`src/rtl/snp_pkg.sv`:
```
package snp_pkg;
  typedef enum logic [1:0] {
    OP_HOLD  = 2'd0,
    OP_LOAD  = 2'd1,
    OP_SHIFT = 2'd2,
    OP_DEC   = 2'd3
  } snp_op_e;
endpackage

```
`src/rtl/snp_ctrl.sv`:
```
module snp_ctrl (
  input  logic clk,
  input  logic rst_n,
  input  logic en_wr,
  input  logic en_count,
  input  logic en_so,
  input  logic xchg_take,
  input  logic carry_in,
  output logic count_mode_o,
  output logic so_en_o,
  output logic skl_o
);
  always_ff @(posedge clk or negedge rst_n) begin
    if (!rst_n) begin
      count_mode_o <= 1'b0;
      so_en_o      <= 1'b0;
    end else if (en_wr) begin
      count_mode_o <= en_count;
      so_en_o      <= en_so;
    end
  end

  always_ff @(posedge clk or negedge rst_n) begin
    if (!rst_n)         skl_o <= 1'b1;
    else if (xchg_take) skl_o <= carry_in;
  end
endmodule

```
`src/rtl/snp_pulse_qual.sv`:
```
module snp_pulse_qual #(
  parameter int LOW_CYCLES = 2
) (
  input  logic clk,
  input  logic rst_n,
  input  logic stb,
  input  logic si,
  output logic fire_o
);
  localparam int CW = $clog2(LOW_CYCLES + 1);
  localparam logic [CW-1:0] LAST = CW'(LOW_CYCLES - 1);

  logic          armed_q;
  logic [CW-1:0] low_cnt_q;

  // a pulse is qualified on the strobe that sees its last required low sample
  assign fire_o = stb & ~si & armed_q & (low_cnt_q == LAST);

  always_ff @(posedge clk or negedge rst_n) begin
    if (!rst_n) begin
      armed_q   <= 1'b0;
      low_cnt_q <= '0;
    end else if (stb) begin
      if (si) begin
        armed_q   <= 1'b1;
        low_cnt_q <= '0;
      end else if (armed_q) begin
        if (low_cnt_q == LAST) begin
          armed_q   <= 1'b0;
          low_cnt_q <= '0;
        end else begin
          low_cnt_q <= low_cnt_q + CW'(1);
        end
      end
    end
  end
endmodule

```
`src/rtl/snp_core.sv`:
```
module snp_core
  import snp_pkg::*;
#(
  parameter int W = 4
) (
  input  logic         clk,
  input  logic         rst_n,
  input  logic         stb,
  input  logic         xchg,
  input  logic [W-1:0] acc_in,
  input  logic         si,
  input  logic         count_mode,
  input  logic         dec,
  output logic [W-1:0] data_o
);
  snp_op_e op;

  always_comb begin
    op = OP_HOLD;
    if (stb) begin
      if (xchg)             op = OP_LOAD;
      else if (!count_mode) op = OP_SHIFT;
      else if (dec)         op = OP_DEC;
    end
  end

  always_ff @(posedge clk or negedge rst_n) begin
    if (!rst_n) begin
      data_o <= '0;
    end else begin
      case (op)
        OP_LOAD:  data_o <= acc_in;
        OP_SHIFT: data_o <= {data_o[W-2:0], si};
        OP_DEC:   data_o <= data_o - W'(1);
        default:  data_o <= data_o;
      endcase
    end
  end
endmodule

```
`src/rtl/snp_outmux.sv`:
```
module snp_outmux (
  input  logic count_mode,
  input  logic so_en,
  input  logic skl,
  input  logic cyc_lvl,
  input  logic msb,
  output logic so,
  output logic sk
);
  assign so = count_mode ? so_en : (so_en & msb);
  assign sk = count_mode ? skl   : (skl & cyc_lvl);
endmodule

```
`src/rtl/serial_nibble_port.sv`:
```
module serial_nibble_port #(
  parameter int W          = 4,
  parameter int LOW_CYCLES = 2
) (
  input  logic         clk,
  input  logic         rst_n,
  input  logic         cyc_stb,
  input  logic         cyc_clk_lvl,
  input  logic         en_wr,
  input  logic         en_count,
  input  logic         en_so,
  input  logic         xchg_req,
  input  logic [W-1:0] xchg_acc_in,
  input  logic         xchg_carry_in,
  output logic [W-1:0] xchg_acc_out,
  input  logic         si,
  output logic         so,
  output logic         sk
);
  logic         count_mode_q;
  logic         so_en_q;
  logic         skl_q;
  logic         dec_fire;
  logic [W-1:0] data_q;

  snp_ctrl u_ctrl (
    .clk          (clk),
    .rst_n        (rst_n),
    .en_wr        (en_wr),
    .en_count     (en_count),
    .en_so        (en_so),
    .xchg_take    (cyc_stb & xchg_req),
    .carry_in     (xchg_carry_in),
    .count_mode_o (count_mode_q),
    .so_en_o      (so_en_q),
    .skl_o        (skl_q)
  );

  snp_pulse_qual #(.LOW_CYCLES(LOW_CYCLES)) u_qual (
    .clk    (clk),
    .rst_n  (rst_n),
    .stb    (cyc_stb),
    .si     (si),
    .fire_o (dec_fire)
  );

  snp_core #(.W(W)) u_core (
    .clk        (clk),
    .rst_n      (rst_n),
    .stb        (cyc_stb),
    .xchg       (xchg_req),
    .acc_in     (xchg_acc_in),
    .si         (si),
    .count_mode (count_mode_q),
    .dec        (dec_fire),
    .data_o     (data_q)
  );

  snp_outmux u_out (
    .count_mode (count_mode_q),
    .so_en      (so_en_q),
    .skl        (skl_q),
    .cyc_lvl    (cyc_clk_lvl),
    .msb        (data_q[W-1]),
    .so         (so),
    .sk         (sk)
  );

  assign xchg_acc_out = data_q;
endmodule

```
`config.mk`:
```
export PLATFORM = sky130hd
export DESIGN_NAME = serial_nibble_port
export DESIGN_NICKNAME = d
export VERILOG_FILES = /design/src/rtl/snp_pkg.sv /design/src/rtl/snp_ctrl.sv /design/src/rtl/snp_pulse_qual.sv /design/src/rtl/snp_core.sv /design/src/rtl/snp_outmux.sv /design/src/rtl/serial_nibble_port.sv
export SDC_FILE = /design/constraint.sdc
export NUM_CORES = 1
export LEC_CHECK = 0
export BUFFER_PORTS_ARGS = -buffer_cell sky130_fd_sc_hd__buf_2
export CORE_MARGIN = 5
export CORE_UTILIZATION = 41
export DETAILED_ROUTE_END_ITERATION = 12
export GPL_ROUTABILITY_DRIVEN = 0
export PLACE_DENSITY = 0.68
export REMOVE_ABC_BUFFERS = 1
export SYNTH_ARGS = -nofsm -noshare
export SYNTH_HDL_FRONTEND = slang
export SYNTH_SLANG_ARGS = --single-unit
```
`constraint.sdc`:
```
create_clock -name clk -period 2.13 [get_ports clk]
set_input_delay 0.639 -clock clk [delete_from_list [all_inputs] [get_ports clk]]
set_output_delay 0.639 -clock clk [all_outputs]
set_load 0.03 [all_outputs]
```
# ---- Yosys cells after proc, flatten, opt, wreduce, memory -nomap -nowiden
# Index checks and enable logic that the tools add are counted.
# Widths: inputs -> output; s select.
dict set report totals {
  reg_bits 10
}
dict set report classes {
  n_reduce_logical 3
  addsub 2
  muxes 13
  n_eq_ne 4
  bitwise_logic 7
}
# op n
set op_table {}
lappend op_table {{$mux 2} 7}
lappend op_table {{$pmux 4 s3} 1}
lappend op_table {{$and 1x1->1} 6}
lappend op_table {{$mux 1} 5}
lappend op_table {{$eq 2x1->1 const B} 2}
lappend op_table {{$eq 2x2->1 const B} 2}
lappend op_table {{$sub 4x1->4 const B} 1}
lappend op_table {{$reduce_bool 3->1} 1}
lappend op_table {{$add 2x1->2 const B} 1}
lappend op_table {{$reduce_and 2->1} 1}
lappend op_table {{$reduce_bool 2->1} 1}
lappend op_table {{$not 1->1} 1}

# ---- Longest topological paths before layout
dict set report depth {
  depth_word 10
  mapped_depth 5
  depth_no_buf 5
}

# ---- Hierarchy
# Synthesis repeated with hierarchy kept, for this count alone.
dict set report unflattened {
  cells_unflattened 61
  area_unflattened_um2 636.9
}
# mod seq_area_each_um2 area_each_um2 n_inst cells_each
set by_module_without_submodules {}
lappend by_module_without_submodules {snp_core 100.1 360.3 1 40}
lappend by_module_without_submodules {snp_pulse_qual 75.1 145.1 1 12}
lappend by_module_without_submodules {snp_ctrl 76.3 110.1 1 6}
lappend by_module_without_submodules {snp_outmux 0.0 15.0 1 2}
lappend by_module_without_submodules {serial_nibble_port 0.0 6.3 1 1}

# ---- Worst setup path after synthesis
# Ideal clock, no wire load.
dict set report synth_timing {
  kind {input-to-output}
  start {input port cyc_clk_lvl}
  end {output port sk}
  arrival_ns 0.901
  stages 1
  path_slack_ns 0.590
  required_ns 1.491
  cell_sequence {o21a_1}
}
dict set report synth_between {
  elab_chain_cells 2
}
# item line
set synth_rtl {}
lappend synth_rtl {{from (decl)} serial_nibble_port.sv:8} ;# input logic cyc_clk_lvl,
lappend synth_rtl {{$and 1x1->1} snp_outmux.sv:11} ;# assign sk = count_mode ? skl : (skl & cyc_lvl);
lappend synth_rtl {{$mux 1} snp_outmux.sv:11}
lappend synth_rtl {{to (decl)} serial_nibble_port.sv:18} ;# output logic sk
# Every way passes these cells.

# ---- Final worst setup path
dict set report layout_timing {
  start {register u_ctrl.count_mode_o}
  end {output port sk}
}
dict set report layout_between {
  elab_chain_cells 1
}
# item line
set layout_rtl {}
lappend layout_rtl {{from (decl)} snp_ctrl.sv:9} ;# output logic count_mode_o,
lappend layout_rtl {{from (signal assigned)} snp_ctrl.sv:18} ;# count_mode_o <= en_count;
lappend layout_rtl {{$mux 1} snp_outmux.sv:11}
# Every way passes these cells.

==> results.json <==
{
  "viasPerCell": 5.36,
  "status": "finished, final reports clean",
  "cts_resized": 0,
  "worstPathMaxFanout": 9,
  "synth-main-ff-cell": "dfrtp_1",
  "grt_overflow": 0,
  "synthDistinctLibCells": 30,
  "yosys.area.top_type": "dfrtp_1",
  "drive_gt1_share_pct": 34.9,
  "synth_seq_cells": 10,
  "nets": 99,
  "cp.arrival_ns": 1.12,
  "dieArea_um2": 2330,
  "antenna_found_initial": 0,
  "multi_input_area_um2": 304,
  "htree_levels": 1,
  "synth-edff-count": 0,
  "async_flop_share_pct": 100,
  "rsz0062_at_grt": "no",
  "fin_crit_sh_pct": 82.7,
  "hold_slack_ns": 0.227,
  "grt_pass1_vias": 468,
  "setup_viol": 0,
  "pwr-share-comb_pct": 29.7,
  "leakage_uw": 0.000334,
  "n_antenna_cell": 0,
  "slew_headroom_pct": 80.2,
  "critPathLaunchType": "flop",
  "synth_area_leaders": "dfrtp_1 38%, mux2_2 5.6%, nand2_1 5.0%, o21a_1 5.0%, dfstp_2 4.4%",
  "port_buffers": 19,
  "p_per_area_nw_per_um2": 792,
  "drc": 0,
  "cts_sinks": 10,
  "start_util_pct": 44.9,
  "num_io_pins": 20,
  "cp-end-kind": "primary output",
  "min_period_ns": 1.76,
  "rows": 13,
  "die_h_um": 48.2,
  "p_int_uw": 363,
  "root_buffer": "clkbuf_4",
  "skew_ns": 0.00408,
  "avgSynthCellArea_um2": 9.22,
  "vias": 525,
  "seqPwrFrac_pct": 46.1,
  "clkLatencyLatePin_ns": 0.26,
  "drv_slew": 0,
  "yosys.area.top_type_share_pct": 37.6,
  "seqCellArea_um2": 251,
  "ant_nets": 0,
  "finalHoldViolCount": 0,
  "yosysMostFrequentCell": "dfrtp_1",
  "setup_tns_ns": 0,
  "cp.required_ns": 1.49,
  "p_switching_uw": 197,
  "fmax_mhz": 568,
  "cts_hold_buf": 0,
  "clockBufferDepth": 2,
  "avgRoutedWirePerCell_um": 12.1,
  "core_area_um2": 1330,
  "dr.pass1.iters": 4,
  "hp-class": "input port to async pin",
  "grt_pass1_wl_mm": 2.00,
  "n_fill_cell": 136,
  "clockPowerShare_pct": 24.1,
  "grt_max_degree": 14,
  "p_sw_share_pct": 35.1,
  "synth_warnings": 0,
  "peakVddDrop_uv": 334,
  "numCtsBuffers": 3,
  "drt-initial-drc-count": 8,
  "worst_pin_slew_ns": 0.294,
  "grt_usage_pct": 12.8,
  "wirelength_mm": 1.19,
  "syn_inst": 65,
  "synth_commonest_cells": "9 x dfrtp_1, 8 x nand2_1, 4 x nor2_1, 4 x o21a_1",
  "crit_type": "flop to primary output",
  "die_x_um": 48.2,
  "post_cts_buffers": 0,
  "cap_violations": 0,
  "synth_area_um2": 599,
  "cts_tree": "done",
  "syn_to_final_growth_pct": 18.0,
  "clk_pin_slew_ns": 0.07,
  "synth-seq-area-share_pct": 42.0
}
power by group through the flow:
stage               logic (uW)  clock network [uW]  registers [uW]
global route               187                 153             263
finish                     166                 135             258
floorplan                 92.3                   0             278
detailed placement         167                   0             262
global placement           164                   0             261
CTS                        168                 142             258
worst max-delay path, stage by stage, from the launching register on:
cell	delay (ns)
dfrtp_1	0.48
o21a_1	0.22
buf_2	0.17
routing by layer:
layer | up-vias | routed length, um | GRT usage [%]
met4 | 0 | 15 | 9.68
met1 | 243 | 562 | 18.1
met3 | 2 | 101 | 3.32
met2 | 16 | 506 | 16.1
li1 | 264 | - | -
met5 | - | 0 | 0
flip-flops by register name, summed over array words and instances (netlist names):
| name | count |
|---|---|
| u_ctrl.skl_o | 1 |
| u_core.data_o | 4 |
| u_ctrl.count_mode_o | 1 |
| u_qual.low_cnt_q | 2 |
| u_qual.armed_q | 1 |
| u_ctrl.so_en_o | 1 |
per-stage QoR:
step / setup slack, ns / utilization, % / total power [uW] / instance area (um2) / instances
6_report: 0.369 / 53.0 / 560 / 707 / 98
5_1_grt: 0.312 / 53.0 / 602 / 707 / 98
4_1_cts: 0.354 / 53.0 / 568 / 707 / 98
3_5_place_dp: 0.434 / 51.0 / 429 / 681 / 94
3_3_place_gp: 0.442 / 51.0 / 425 / 681 / 94
2_1_floorplan: 0.590 / - / 370 / 567 / 60
worst paths after layout:
path                                     start             endpoint  slack, ns  depth (start not counted)
setup reg to reg           u_qual.low_cnt_q[1]     u_core.data_o[1]       0.89                          4
hold / removal                           rst_n  u_qual.low_cnt_q[0]       0.23                          1
min in group clk                u_ctrl.so_en_o       u_ctrl.so_en_o       0.53                          1
hold reg to reg                 u_ctrl.so_en_o       u_ctrl.so_en_o       0.53                          1
max in group asynchronous                rst_n         u_ctrl.skl_o       1.64                          1
setup / recovery           u_ctrl.count_mode_o                   sk       0.37                          2
layout by cell type, fill, tap and decap left out, drive strengths merged, types with 2 or more instances in the layout:
| cell type | instances |
|---|---|
| buf | 19 |
| dfrtp | 9 |
| nand2 | 8 |
| o21a | 4 |
| nor2 | 4 |
| a21oi | 4 |
| o21ai | 4 |
| clkbuf | 4 |
| inv | 3 |
| mux2 | 3 |
| nand2b | 3 |
| nand3 | 3 |
| nand4 | 2 |
| o311ai | 2 |
area by class of cell:
type	instances	share of cell area (%)
multi-input combinational	47	43.0
tap	15	2.65
sequential	10	35.6
clock buffer	4	3.72
inverter	3	1.59
timing repair buffer	19	13.5
kinds of logic after synthesis:
logic type,Yosys count,share of synthesized area [%]
adders and majority gates,1,2.09
buffers and inverters,8,7.31
and+or+nand+nor,24,20.5
DFF,10,42.0
muxes,3,5.64
AOI/OAI and AO/OA,19,22.5
Note: power is estimated with default switching activity, not from simulation.
